### src/rtl/crtg_pkg.sv
package crtg_pkg;
   localparam int REG_W  = 8;
   localparam int IDX_W  = 5;
   localparam int VVAL_W = 10;
   localparam int HBE_W  = 6;
   localparam int HSE_W  = 5;
   localparam int VBE_W  = 8;
   localparam int VSE_W  = 4;
   localparam int H_ADJ  = 5;
   localparam int V_ADJ  = 2;

   localparam logic [IDX_W-1:0] IX_HTOT  = 5'd0;
   localparam logic [IDX_W-1:0] IX_HDEND = 5'd1;
   localparam logic [IDX_W-1:0] IX_HBST  = 5'd2;
   localparam logic [IDX_W-1:0] IX_HBEND = 5'd3;
   localparam logic [IDX_W-1:0] IX_HSST  = 5'd4;
   localparam logic [IDX_W-1:0] IX_HSEND = 5'd5;
   localparam logic [IDX_W-1:0] IX_VTOT  = 5'd6;
   localparam logic [IDX_W-1:0] IX_OVFL  = 5'd7;
   localparam logic [IDX_W-1:0] IX_VHIGH = 5'd9;
   localparam logic [IDX_W-1:0] IX_VSST  = 5'd16;
   localparam logic [IDX_W-1:0] IX_VSEND = 5'd17;
   localparam logic [IDX_W-1:0] IX_VDEND = 5'd18;
   localparam logic [IDX_W-1:0] IX_VBST  = 5'd21;
   localparam logic [IDX_W-1:0] IX_VBEND = 5'd22;
   localparam logic [IDX_W-1:0] PROT_LIM = 5'd8;

   typedef enum logic [1:0] {
      SEL_INDEX = 2'd0,
      SEL_DATA  = 2'd1,
      SEL_POL   = 2'd2,
      SEL_NONE  = 2'd3
   } bus_sel_e;

   typedef struct packed {
      logic [REG_W-1:0]  h_total;
      logic [REG_W-1:0]  h_de_end;
      logic [REG_W-1:0]  h_bl_st;
      logic [HBE_W-1:0]  h_bl_end;
      logic [REG_W-1:0]  h_sy_st;
      logic [HSE_W-1:0]  h_sy_end;
      logic [VVAL_W-1:0] v_total;
      logic [VVAL_W-1:0] v_de_end;
      logic [VVAL_W-1:0] v_bl_st;
      logic [VVAL_W-1:0] v_sy_st;
      logic [VBE_W-1:0]  v_bl_end;
      logic [VSE_W-1:0]  v_sy_end;
      logic              protect;
      logic              irq_off;
      logic              irq_clr_n;
   } crtg_cfg_t;
endpackage

### src/rtl/crtg_regfile.sv
module crtg_regfile
   import crtg_pkg::*;
(
   input  logic             clk,
   input  logic             rst_n,
   input  logic             wr,
   input  logic [1:0]       sel,
   input  logic [REG_W-1:0] wdata,
   output crtg_cfg_t        cfg,
   output logic [IDX_W-1:0] idx,
   output logic [1:0]       pol
);
   logic locked;

   always_comb locked = cfg.protect && (idx < PROT_LIM);

   always_ff @(posedge clk) begin
      if (!rst_n) begin
         idx <= '0;
         cfg <= '0;
         pol <= '0;
      end else if (wr) begin
         case (sel)
            SEL_INDEX: idx <= wdata[IDX_W-1:0];
            SEL_POL:   pol <= wdata[7:6];
            SEL_DATA: begin
               if (!locked) begin
                  case (idx)
                     IX_HTOT:  cfg.h_total  <= wdata;
                     IX_HDEND: cfg.h_de_end <= wdata;
                     IX_HBST:  cfg.h_bl_st  <= wdata;
                     IX_HBEND: cfg.h_bl_end[4:0] <= wdata[4:0];
                     IX_HSST:  cfg.h_sy_st  <= wdata;
                     IX_HSEND: begin
                        cfg.h_bl_end[5] <= wdata[7];
                        cfg.h_sy_end    <= wdata[4:0];
                     end
                     IX_VTOT:  cfg.v_total[7:0] <= wdata;
                     IX_OVFL: begin
                        cfg.v_total[8]  <= wdata[0];
                        cfg.v_de_end[8] <= wdata[1];
                        cfg.v_sy_st[8]  <= wdata[2];
                        cfg.v_bl_st[8]  <= wdata[3];
                        cfg.v_total[9]  <= wdata[5];
                        cfg.v_de_end[9] <= wdata[6];
                        cfg.v_sy_st[9]  <= wdata[7];
                     end
                     IX_VHIGH: cfg.v_bl_st[9] <= wdata[5];
                     IX_VSST:  cfg.v_sy_st[7:0] <= wdata;
                     IX_VSEND: begin
                        cfg.protect   <= wdata[7];
                        cfg.irq_off   <= wdata[5];
                        cfg.irq_clr_n <= wdata[4];
                        cfg.v_sy_end  <= wdata[3:0];
                     end
                     IX_VDEND: cfg.v_de_end[7:0] <= wdata;
                     IX_VBST:  cfg.v_bl_st[7:0]  <= wdata;
                     IX_VBEND: cfg.v_bl_end      <= wdata;
                     default: ;
                  endcase
               end
            end
            default: ;
         endcase
      end
   end
endmodule

### src/rtl/crtg_axis.sv
module crtg_axis #(
   parameter int CNT_W   = 9,
   parameter int VAL_W   = 8,
   parameter int BE_W    = 6,
   parameter int SE_W    = 5,
   parameter int TOT_ADJ = 5
) (
   input  logic             clk,
   input  logic             rst_n,
   input  logic             step,
   input  logic [VAL_W-1:0] total,
   input  logic [VAL_W-1:0] de_end,
   input  logic [VAL_W-1:0] bl_st,
   input  logic [BE_W-1:0]  bl_end,
   input  logic [VAL_W-1:0] sy_st,
   input  logic [SE_W-1:0]  sy_end,
   output logic [CNT_W-1:0] cnt,
   output logic             wrap,
   output logic             de,
   output logic             blank,
   output logic             sync
);
   localparam logic [CNT_W-1:0] ADJ = CNT_W'(TOT_ADJ - 1);

   if (CNT_W <= VAL_W) begin : g_bad_cnt
      $error("crtg_axis: counter must be wider than its limit values");
   end
   if ((BE_W > CNT_W) || (SE_W > CNT_W)) begin : g_bad_end
      $error("crtg_axis: end fields wider than the counter");
   end

   logic [CNT_W-1:0] last;
   logic             at_last;
   logic             bl_q;
   logic             sy_q;

   always_comb begin
      last    = CNT_W'(total) + ADJ;
      at_last = (cnt == last);
      wrap    = step & at_last;
      de      = (cnt <= CNT_W'(de_end));
      blank   = (cnt == CNT_W'(bl_st)) | (bl_q & (cnt[BE_W-1:0] != bl_end));
      sync    = (cnt == CNT_W'(sy_st)) | (sy_q & (cnt[SE_W-1:0] != sy_end));
   end

   always_ff @(posedge clk) begin
      if (!rst_n) begin
         cnt  <= '0;
         bl_q <= 1'b0;
         sy_q <= 1'b0;
      end else if (step) begin
         cnt  <= at_last ? '0 : cnt + 1'b1;
         bl_q <= blank;
         sy_q <= sync;
      end
   end
endmodule

### src/rtl/crtg_timing.sv
module crtg_timing
   import crtg_pkg::*;
#(
   parameter int H_CNT_W = 9,
   parameter int V_CNT_W = 11,
   parameter bit OUT_REG = 1'b0
) (
   input  logic       clk,
   input  logic       rst_n,
   input  logic       bus_wr,
   input  logic [1:0] bus_sel,
   input  logic [7:0] bus_wdata,
   output logic       disp_en_o,
   output logic       blank_o,
   output logic       hsync_o,
   output logic       vsync_o,
   output logic       irq_o,
   output logic [7:0] status_o
);
   if (H_CNT_W < REG_W + 1) begin : g_bad_h
      $error("crtg_timing: H_CNT_W too small for total + adjustment");
   end
   if (V_CNT_W < VVAL_W + 1) begin : g_bad_v
      $error("crtg_timing: V_CNT_W too small for total + adjustment");
   end

   crtg_cfg_t        cfg;
   logic [IDX_W-1:0] idx;
   logic [1:0]       pol;
   logic [H_CNT_W-1:0] hcnt;
   logic [V_CNT_W-1:0] vcnt;
   logic hwrap, vwrap, h_de, v_de, h_bl, v_bl, h_sy, v_sy;
   logic vsy_d, pend;
   logic disp_c, blank_c, hs_c, vs_c;
   logic [7:0] status_c;

   crtg_regfile u_regs (
      .clk(clk), .rst_n(rst_n), .wr(bus_wr), .sel(bus_sel), .wdata(bus_wdata),
      .cfg(cfg), .idx(idx), .pol(pol)
   );

   crtg_axis #(
      .CNT_W(H_CNT_W), .VAL_W(REG_W), .BE_W(HBE_W), .SE_W(HSE_W), .TOT_ADJ(H_ADJ)
   ) u_hor (
      .clk(clk), .rst_n(rst_n), .step(1'b1),
      .total(cfg.h_total), .de_end(cfg.h_de_end),
      .bl_st(cfg.h_bl_st), .bl_end(cfg.h_bl_end),
      .sy_st(cfg.h_sy_st), .sy_end(cfg.h_sy_end),
      .cnt(hcnt), .wrap(hwrap), .de(h_de), .blank(h_bl), .sync(h_sy)
   );

   crtg_axis #(
      .CNT_W(V_CNT_W), .VAL_W(VVAL_W), .BE_W(VBE_W), .SE_W(VSE_W), .TOT_ADJ(V_ADJ)
   ) u_ver (
      .clk(clk), .rst_n(rst_n), .step(hwrap),
      .total(cfg.v_total), .de_end(cfg.v_de_end),
      .bl_st(cfg.v_bl_st), .bl_end(cfg.v_bl_end),
      .sy_st(cfg.v_sy_st), .sy_end(cfg.v_sy_end),
      .cnt(vcnt), .wrap(vwrap), .de(v_de), .blank(v_bl), .sync(v_sy)
   );

   always_ff @(posedge clk) begin
      if (!rst_n) begin
         vsy_d <= 1'b0;
         pend  <= 1'b0;
      end else begin
         vsy_d <= v_sy;
         if (!cfg.irq_clr_n)
            pend <= 1'b0;
         else if (v_sy && !vsy_d && !cfg.irq_off)
            pend <= 1'b1;
      end
   end

   always_comb begin
      disp_c   = h_de & v_de;
      blank_c  = h_bl | v_bl;
      hs_c     = h_sy ^ pol[0];
      vs_c     = v_sy ^ pol[1];
      status_c = {pend, 3'b000, v_sy, 2'b00, h_sy};
   end

   if (OUT_REG) begin : g_oreg
      always_ff @(posedge clk) begin
         if (!rst_n) begin
            disp_en_o <= 1'b0;
            blank_o   <= 1'b0;
            hsync_o   <= 1'b0;
            vsync_o   <= 1'b0;
            irq_o     <= 1'b0;
            status_o  <= '0;
         end else begin
            disp_en_o <= disp_c;
            blank_o   <= blank_c;
            hsync_o   <= hs_c;
            vsync_o   <= vs_c;
            irq_o     <= status_c[7];
            status_o  <= status_c;
         end
      end
   end else begin : g_ocomb
      always_comb begin
         disp_en_o = disp_c;
         blank_o   = blank_c;
         hsync_o   = hs_c;
         vsync_o   = vs_c;
         irq_o     = status_c[7];
         status_o  = status_c;
      end
   end
endmodule

### config.mk
export PLATFORM = sky130hd
export DESIGN_NAME = crtg_timing
export DESIGN_NICKNAME = d
export VERILOG_FILES = /design/src/rtl/crtg_pkg.sv /design/src/rtl/crtg_regfile.sv /design/src/rtl/crtg_axis.sv /design/src/rtl/crtg_timing.sv
export SDC_FILE = /design/constraint.sdc
export NUM_CORES = 1
export LEC_CHECK = 0
export ABC_AREA = 1
export BUFFER_PORTS_ARGS = -buffer_cell sky130_fd_sc_hd__clkbuf_2
export CAP_MARGIN = 5
export CELL_PAD_IN_SITES_DETAIL_PLACEMENT = 1
export CELL_PAD_IN_SITES_GLOBAL_PLACEMENT = 2
export CORE_MARGIN = 2
export CORE_UTILIZATION = 37
export CTS_BUF_LIST = sky130_fd_sc_hd__clkbuf_4
export DETAILED_ROUTE_END_ITERATION = 8
export PLACE_DENSITY = 0.81
export SKIP_CTS_REPAIR_TIMING = 1
export SLEW_MARGIN = 40
export SYNTH_ARGS = -nofsm -noshare
export SYNTH_HDL_FRONTEND = slang
export SYNTH_HIERARCHICAL = 1
export SYNTH_SLANG_ARGS = --single-unit
### constraint.sdc
create_clock -name clk -period 3 [get_ports clk]
set_input_delay 0 -clock clk [delete_from_list [all_inputs] [get_ports clk]]
set_output_delay 0 -clock clk [all_outputs]
set_load 0.03 [all_outputs]
# Word level (Yosys, flattened, before mapping)
# Cells that the tools add are included.
# word_totals
in_bits	13
ff_bits	131
output_inout_bits	13
# classes
magnitude_cmp	3
addsub	4
n_bitwise	14
n_mux	1
n_reduce_logical	25
n_eq_ne	25
# op_table
operator	n
AND reduction 4 bit	14
== test 5 bit, second input constant	5
== test 11 x 10 -> 1 bit	2
== test 5 x 3 -> 1 bit, second input constant	4
== test 9 x 8 -> 1 bit	2
adder 10 x 1 -> 11 bit, second input constant	1
adder 11 x 1 -> 11 bit, second input constant	1
== test 11 bit	1
<= comparator 11 x 10 -> 1 bit	1
2-to-1 mux 11 bit	1
== test 5 x 2 -> 1 bit, second input constant	2
adder 8 x 3 -> 9 bit, second input constant	1
adder 9 x 1 -> 9 bit, second input constant	1
== test 9 bit	1
<= comparator 9 x 8 -> 1 bit	1
inequality test 8 bit	1
inequality test 6 bit	1
AND reduction 2 bit	3
AND 1 bit	5
== test 5 x 1 -> 1 bit, second input constant	1
== test 5 x 4 -> 1 bit, second input constant	1
zero test 5 bit	1
less-than comparator 5 x 4 -> 1 bit, second input constant	1
inequality test 5 bit	1
10 further kinds	19

# Depth between registers and ports, before layout
# Gate-level depths: netlist (run 1).
# depth
word_depth	5
ltp_mapped	19
depth_no_buf	18

# Modules after synthesis
# The synthesis (run 1) kept the hierarchy.
# by_module_without_submodules
module	area_each_um2	seq_area_each_um2	n_inst	cells_each
crtg_regfile	4493.1	2102.0	1	633
crtg_axis (u_ver)	1858.0	260.2	1	288
crtg_axis (u_hor)	1412.6	220.2	1	238
crtg_timing	180.2	40.0	1	25

# Least setup slack after synthesis (run 1)
# No wires, ideal clock.
# synth_timing
path_kind	register to register
from	register u_regs/cfg[92] (netlist name)
to	register u_ver.cnt[10]
required_ns	2.884
arrival_ns	2.246
slack_ns	0.638
path_stages_with_launch	19
setup_ns	0.116
synth_period_minus_slack_ns	2.362
cell_sequence	dfxtp_1 -> ha_1 -> nand2_1 -> inv_1 -> nand2_1 -> o21ai_1 -> nand2_1 -> nor2_2 -> nand4_2 -> inv_1 -> buf_4 -> nand2_2 -> nor2_4 -> nand4_2 -> nor2_1 -> nand2_1 -> nor3_1 -> xor2_1 -> nor2_2
# synth_via
elab_chain_cells	2
# synth_rtl
element	line	source
adder 8 x 3 -> 9 bit	crtg_axis.sv:38	last = CNT_W'(total) + ADJ;
== test 9 bit	crtg_axis.sv:39	at_last = (cnt == last);
via hwrap	crtg_timing.sv:32	logic hwrap, vwrap, h_de, v_de, h_bl, v_bl, h_sy, v_sy;
to (signal assigned)	crtg_axis.sv:52	cnt <= at_last ? '0 : cnt + 1'b1;
to (decl)	crtg_axis.sv:17	output logic [CNT_W-1:0] cnt,
# The timed path passes the listed nets, and every way through them passes these cells.
# A chain may end at the register's enable or synchronous reset.

# Final worst setup path (run 1)
# layout_timing
from	register u_ver.cnt[6]
to	output port blank_o
# layout_via
elab_chain_cells	4
# layout_rtl
element	line	source
inequality test 8 bit	crtg_axis.sv:42	blank = (cnt == CNT_W'(bl_st)) | (bl_q & (cnt[BE_W-1:0] != bl_end));
AND 1 bit	crtg_axis.sv:42	
OR 1 bit *	crtg_axis.sv:42	
via v_bl	crtg_timing.sv:32	
OR 1 bit *	crtg_timing.sv:77	blank_c = h_bl | v_bl;
to (decl)	crtg_timing.sv:14	output logic blank_o,
# The timed path passes the listed nets; every way through them passes the cells marked *.

==> out/results.ini, run 1 <==
[synthesis]
syn_area_sq_um=7940
synth-warning-count=6
syn_inst=1183
syn_avg_cell_area_sq_um=6.712

[clocking]
cts_tree=done
clk_latency_ps=560
cts_buffer_depth=2
clk_pin_slew_worst_paths_ps=140
cts_max_level=4
clkSinkCount=131
cts_made_buffers=17
cts_root_buf=clkbuf_4

[global_routing]
grt_pass1_vias=6966
antenna_found_initial=1
grt_usage_pct=22.17
grt_max_degree=76
grt_overflow=0
grt_pass1_wl_microns=38460

[timing]
fin_skew_ps=18.52
worst_slack_ps=281.6
worst_pin_slew_ps=830.1
setup_viol=0
whs_ps=33.11
rsz0062_at_grt=no
fmax_mhz=367.9
maxSlewViolCount=0
fin_crit_sh_pct=90.61
tns_ps=0
relSlewSlack_pct=44.60
fin_crit_ps=2718
finalHoldViolCount=0

[min_path]
hold_depth=6
hold_class=in2reg

[finish]
drive_gt1_share_pct=12.40
synthToLayoutAreaGrowth_pct=8.289
fin_area_sq_um=8598
fillers=2761
nets=1232

[power_and_ir_drop]
power_switching_mw=1.148
p_clk_share_pct=34.5
total_power_mw=3.415
p_sw_share_pct=33.63
pwr_density_cell_nw_per_um2=397.2
power_frac_seq_pct=52.5
ir_drop_mv=0.1589
p_leak_nw=3.732
intPower_mw=2.266
combPwrFrac_pct=13.0

[run_status]
status=finished clean

[placement]
dp_slack_ps=236.8
dp_hpwl_microns=17390
portBuffers=20
gp_congestion=0.8335
dpl_cell_area_sq_um=8103

[route]
drtPass1Iterations=4
wire_per_inst_microns=16.33
postRouteWirelength_microns=24270
route.detailed.drc=0
drt_iter0_drc=336
via_per_inst=4.937
dr_total_vias=7336
ant_nets=0

[die]
die-area_sq_um=22650
rows=53
fp.dieH_microns=150.5
io-pin-count=26
core_area_sq_um=21020
die-width_microns=150.5
initial_utilization_pct=37.77

[worst_setup_path]
ff2ff_path_depth=17
cp-end-kind=output port
cp.arrival_ps=2720
start_kind=register
required_ps=3000
crit_path_max_fanout=7
worst-setup-path-type=reg2out

[flow_run]
cap_violations=0

==> flip-flops by register name, summed over array words and instances, names as in the netlist <==
signal      flops
u_hor/cnt       9
u_regs/idx      5
u_hor/bl_q      1
u_ver/bl_q      1
u_ver/cnt      11
vsy_d           1
irq_o           1
u_hor/sy_q      1
u_regs/pol      2
u_regs/cfg     98
u_ver/sy_q      1
==> final cells by class <==
| class | instances | area [sq um] | share of cell area, % |
|---|---|---|---|
| diodes | 1 | 2.502 | 0.02910 |
| clock buffers | 17 | 127.6 | 1.484 |
| clock inverters | 15 | 135.1 | 1.572 |
| inverters | 109 | 409.1 | 4.758 |
| multi-input cells | 881 | 4507 | 52.42 |
| flip-flops and latches | 131 | 2623 | 30.50 |
| well taps | 275 | 344.1 | 4.002 |
| repair buffers | 57 | 450.4 | 5.239 |
==> placed cells by master, fill, tap and decap left out, types with 3 or more instances in the layout <==
master,n
nand2_1,249
nor3_1,10
inv_2,16
or2_2,7
inv_8,4
o21ai_0,22
ha_1,22
a21oi_1,78
inv_6,7
clkbuf_4,17
conb_1,6
nand3_1,139
nor4_1,3
buf_4,14
nor2_2,22
clkbuf_2,19
nand3_2,4
dfxtp_1,131
nor2_4,10
nand4_1,5
xor2_1,41
clkinv_1,3
inv_1,90
dlygate4sd3_1,23
xnor2_1,19
nand2_2,12
nor2_1,205
==> routing by layer <==
layer | global-route usage (%) | vias up | wire [microns]
li1 | - | 3763 | -
met1 | 32.54 | 3486 | 12470
met2 | 34.59 | 73 | 10770
met3 | 2.909 | 14 | 845
met4 | 4.717 | 0 | 185
met5 | 0 | - | 0
==> power by group through the flow <==
| stage | Sequential, mW | Combinational (mW) | Clock (mW) |
|---|---|---|---|
| final | 1.79 | 0.446 | 1.18 |
| after global routing | 1.80 | 0.495 | 1.30 |
| after CTS | 1.79 | 0.421 | 1.22 |
| after detailed placement | 1.83 | 0.420 | 0 |
| after global placement | 1.83 | 0.418 | 0 |
| after floorplan | 1.82 | 0.328 | 0 |
==> per-stage QoR <==
| stage | utilization (%) | cells |
|---|---|---|
| CTS | 39.80 | 1462 |
| global route | 40.90 | 1486 |
| global placement | 38.55 | 1430 |
| detailed placement | 38.55 | 1430 |
| finish | 40.90 | 1486 |
| floorplan | - | 1187 |
==> worst max-delay path, cell delays in order (launching register included) <==
cell and delay (ps):
dfxtp_1 650, inv_1 240, nand2_1 110, nand3_1 80, nor3_1 200, nand3_1 150, nand2_1 110, nand2_1 110
or2_2 330, clkbuf_2 190
==> worst paths after layout <==
kind | start | endpoint | slack (ps)
worst max-delay path | u_ver/cnt[6] | blank_o | 280
worst min-delay path | bus_sel[1] | u_regs/cfg[42] | 30
worst max register to register | u_regs/cfg[92] | u_ver/cnt[10] | 350
worst min register to register | u_regs/cfg[0] | irq_o | 460
(Power assumes the default switching activity.)
==> run 2, diff against run 1 <==
--- a/config.mk
+++ b/config.mk
@@ -14,6 +14,7 @@
 export CORE_UTILIZATION = 37
 export CTS_BUF_LIST = sky130_fd_sc_hd__clkbuf_4
 export DETAILED_ROUTE_END_ITERATION = 8
+export MAX_ROUTING_LAYER = met4
 export PLACE_DENSITY = 0.81
 export SKIP_CTS_REPAIR_TIMING = 1
 export SLEW_MARGIN = 40
==> out/results.ini, run 2 (synthesized netlist as in run 1, its figures left out) <==
[run_status]
status=finished clean

[power_and_ir_drop]
pwr_density_cell_nw_per_um2=397.6
ir_drop_mv=0.1608
p_clk_share_pct=34.6
p_sw_share_pct=33.70
intPower_mw=2.266
power_switching_mw=1.152
total_power_mw=3.418
p_leak_nw=3.732
power_frac_seq_pct=52.4
combPwrFrac_pct=13.0

[global_routing]
grt_pass1_vias=6965
grt_pass1_wl_microns=38470
grt_max_degree=76
antenna_found_initial=1
grt_overflow=0
grt_usage_pct=22.82

[die]
io-pin-count=26
fp.dieH_microns=150.5
rows=53
initial_utilization_pct=37.77
die-width_microns=150.5
core_area_sq_um=21020
die-area_sq_um=22650

[finish]
largest_register_ffs=98
fin_area_sq_um=8598
largest-register=u_regs/cfg
seq_area_sq_um=2623
fillers=2761
final_cell_mix=nand2_1 (249), nor2_1 (205), nand3_1 (139)
top_regs=u_regs/cfg x98, u_ver/cnt x11, u_hor/cnt x9
nets=1232
synthToLayoutAreaGrowth_pct=8.289
multiInputGateArea_sq_um=4507
drive_gt1_share_pct=12.40
final_common_cell=nand2_1
finalNonFillerCells=1486
finish.utilization_pct=40.90

[timing]
rsz0062_at_grt=no
tns_ps=0
fin_skew_ps=20.14
fmax_mhz=371.0
fin_crit_ps=2696
worst_slack_ps=304.3
whs_ps=30.19
maxSlewViolCount=0
relSlewSlack_pct=45.03
setup_viol=0
worst_pin_slew_ps=823.7
fin_crit_sh_pct=89.86
finalHoldViolCount=0

[placement]
dpl_cell_area_sq_um=8103
dp_slack_ps=236.8
dp_hpwl_microns=17390
gp_congestion=0.8475
place_inst=1430
portBuffers=20

[worst_setup_path]
required_ps=3000
cp.arrival_ps=2700
cp-end-kind=output port
start_kind=register
crit_path_max_fanout=7
worst-setup-path-type=reg2out

[route]
route.detailed.drc=0
drt_iter0_drc=377
wire_per_inst_microns=16.37
dr_total_vias=7336
postRouteWirelength_microns=24320
ant_nets=0
drtPass1Iterations=4
via_per_inst=4.937

[clocking]
clkSinkCount=131
clk_pin_slew_worst_paths_ps=140
cts_max_level=4
cts_buffer_depth=2
cts_made_buffers=17
cts_root_buf=clkbuf_4
clk_latency_ps=570
cts_tree=done

[min_path]
hold_class=in2reg

[flow_run]
cap_violations=0

## run 2: cell counts in the layout (fill, tap and decap cells not counted)
No cell type changed its count.
## run 2: routing by layer
metal | global-route usage [%] | vias to the layer above | share of wire [%]
met4 | 4.717 | 0 | 0.60
met1 | 32.60 | 3494 | 51
met3 | 2.909 | 9 | 3.7
met2 | 34.55 | 75 | 44
met5 | - | - | 0
li1 | - | 3758 | -
## run 2: worst paths after layout
| path | from | end | slack, ps | cells past startpoint |
|---|---|---|---|---|
| setup / recovery | u_ver/cnt[6] | blank_o | 300 | 9 |
| hold / removal | bus_sel[1] | u_regs/cfg[42] | 30 | 6 |
| hold reg to reg | u_regs/cfg[0] | irq_o | 460 | 2 |
| setup reg to reg | u_regs/cfg[92] | u_ver/cnt[10] | 360 | 17 |
## run 2: worst max-delay path: stages, from the launching register on
cell      delay, ps
dfxtp_1         630
inv_1           240
nand2_1         110
nand3_1          80
nor3_1          200
nand3_1         160
nand2_1         110
nand2_1         100
or2_2           330
clkbuf_2        190
## run 2: layout make-up
class,count,area share [%]
well taps,275,4.002
multi-input cells,881,52.42
flip-flops and latches,131,30.50
inverters,109,4.758
clock inverters,15,1.572
clock buffers,17,1.484
repair buffers,57,5.239
diodes,1,0.02910
## run 2: power by group through the flow
| stage | clock [mW] | combinational, mW | sequential [mW] |
|---|---|---|---|
| 2_1_floorplan | 0 | 0.328 | 1.82 |
| 3_3_place_gp | 0 | 0.418 | 1.83 |
| 3_5_place_dp | 0 | 0.420 | 1.83 |
| 4_1_cts | 1.22 | 0.421 | 1.79 |
| 5_1_grt | 1.30 | 0.495 | 1.80 |
| 6_report | 1.18 | 0.445 | 1.79 |
==> run 3, diff against run 2 <==
--- a/config.mk
+++ b/config.mk
@@ -17,6 +17,7 @@
 export MAX_ROUTING_LAYER = met4
 export PLACE_DENSITY = 0.81
 export SKIP_CTS_REPAIR_TIMING = 1
+export SKIP_LAST_GASP = 1
 export SLEW_MARGIN = 40
 export SYNTH_ARGS = -nofsm -noshare
 export SYNTH_HDL_FRONTEND = slang
==> constraint.sdc (replaced) <==
create_clock -name clk -period 2.5 [get_ports clk]
set_input_delay 0 -clock clk [delete_from_list [all_inputs] [get_ports clk]]
set_output_delay 0 -clock clk [all_outputs]
set_load 0.03 [all_outputs]
==> out/results.ini, run 3 (synthesized netlist as in run 1, its figures left out) <==
[run_status]
status=finished clean

[power_and_ir_drop]
p_leak_nw=3.905
pwr_density_cell_nw_per_um2=485.9
ir_drop_mv=0.2845

[finish]
synthToLayoutAreaGrowth_pct=12.94
final_cell_mix=nand2_1 (246), nor2_1 (203), nand3_1 (139)
drive_gt1_share_pct=16.55
fin_area_sq_um=8967
largest_register_ffs=98
nets=1256
final_common_cell=nand2_1
top_regs=u_regs/cfg x98, u_ver/cnt x11, u_hor/cnt x9
finish.utilization_pct=42.66
largest-register=u_regs/cfg

[worst_setup_path]
cp.arrival_ps=2360
r2r_start=u_regs/cfg[92]
crit_chain=buf_4, or2_2, a21oi_1, nand3_1, nand2_1, nand2_1, or2_2, buf_2
crit_path_max_fanout=5
start_kind=register
ff2ff_path_depth=17
r2r-end=u_ver/cnt[9]
required_ps=2500
rrSetupSlack_ps=200
slowest_stage=dfxtp_2
worst-setup-path-type=reg2out
cp-end-kind=output port
slowest_delay_ps=360

[clocking]
cts_buffer_depth=2
clk_pin_slew_worst_paths_ps=140
clk_latency_ps=560
cts_max_level=4
clkSinkCount=131
cts_tree=done
cts_made_buffers=17
cts_root_buf=clkbuf_4

[global_routing]
grt_max_degree=56
grt_overflow=0
grt_pass1_vias=7179
antenna_found_initial=1
grt_usage_pct=23.24
grt_pass1_wl_microns=39050

[timing]
maxSlewViolCount=0
finalHoldViolCount=0
fin_crit_sh_pct=94.54
tns_ps=0
fin_skew_ps=24.68
whs_ps=16.47
worst_slack_ps=136.5
fmax_mhz=423.1
worst_pin_slew_ps=845.3
fin_crit_ps=2364
setup_viol=0
rsz0062_at_grt=yes
relSlewSlack_pct=43.59

[placement]
gp_congestion=0.7950
dpl_cell_area_sq_um=8348
portBuffers=20
dp_slack_ps=13.95
dp_hpwl_microns=17520

[route]
route.detailed.drc=0
wire_per_inst_microns=16.37
dr_total_vias=7467
ant_nets=0
postRouteWirelength_microns=24700
via_per_inst=4.948
drt_iter0_drc=341
drtPass1Iterations=5

[die]
die-width_microns=150.5
die-area_sq_um=22650
rows=53
core_area_sq_um=21020
fp.dieH_microns=150.5
io-pin-count=26
initial_utilization_pct=37.77

[min_path]
hp-start=bus_sel[1]
hold_class=in2reg
min_to=u_regs/idx[2]
hold_depth=4

[flow_run]
cap_violations=0

run 3: cell count changes in the layout (fill, tap and decap cells not counted), moves of 4 or more:
cell,before,now
buf_12,1,5
buf_4,14,39
bufinv_16,0,4
dfxtp_1,131,119
dfxtp_2,0,10
dlygate4sd3_1,23,17
inv_6,7,1
inv_8,4,0
run 3: worst max path at each step:
stage,start,endpoint,slack [ps],cells past startpoint
2_1_floorplan,u_regs/cfg[92],u_ver/cnt[10],140,18
3_3_place_gp,u_regs/cfg[92],u_ver/cnt[10],90,17
3_5_place_dp,u_regs/cfg[92],u_ver/cnt[10],10,17
4_1_cts,u_ver/cnt[5],disp_en_o,-200,10
5_1_grt,u_regs/cfg[93],u_ver/cnt[9],-40,17
6_report,u_hor/cnt[5],blank_o,140,8
run 3: area by class of cell:
type / instances / area [sq um]
Clock inverter: 14 / 186.4
Tap cell: 275 / 344.1
Timing Repair Buffer: 81 / 675.6
Multi-Input combinational cell: 881 / 4576
Antenna cell: 1 / 2.502
Fill cell: 2734 / 12050
Clock buffer: 17 / 127.6
Sequential cell: 131 / 2643
Inverter: 109 / 412.9
run 3: per-stage QoR:
stage,instances,power (mW)
floorplan,1187,2.574
global placement,1456,2.724
detailed placement,1456,2.728
CTS,1487,4.389
global route,1509,4.564
finish,1509,4.358
run 3: report_power, final:
part	internal [mW]	switching, mW	total, mW
clock	0.782	0.864	1.65
combinational	0.186	0.383	0.569
sequential	2.11	0.0281	2.14
run 3: metal layers:
metal | up-vias | global-route usage [%] | share of wire (%)
li1 | 3802 | - | -
met1 | 3560 | 33.43 | 52
met2 | 96 | 34.64 | 44
met3 | 9 | 3.576 | 3.2
met4 | 0 | 4.528 | 0.68
met5 | - | - | 0
run 3: critical path, delay by kind of cell (launching register included):
kind / cells / cell delay [ps]
AND/OR/NAND/NOR: 5 / 940
flip-flops: 1 / 360
AO/OA/AOI/OAI: 1 / 160
buffers and inverters: 2 / 350
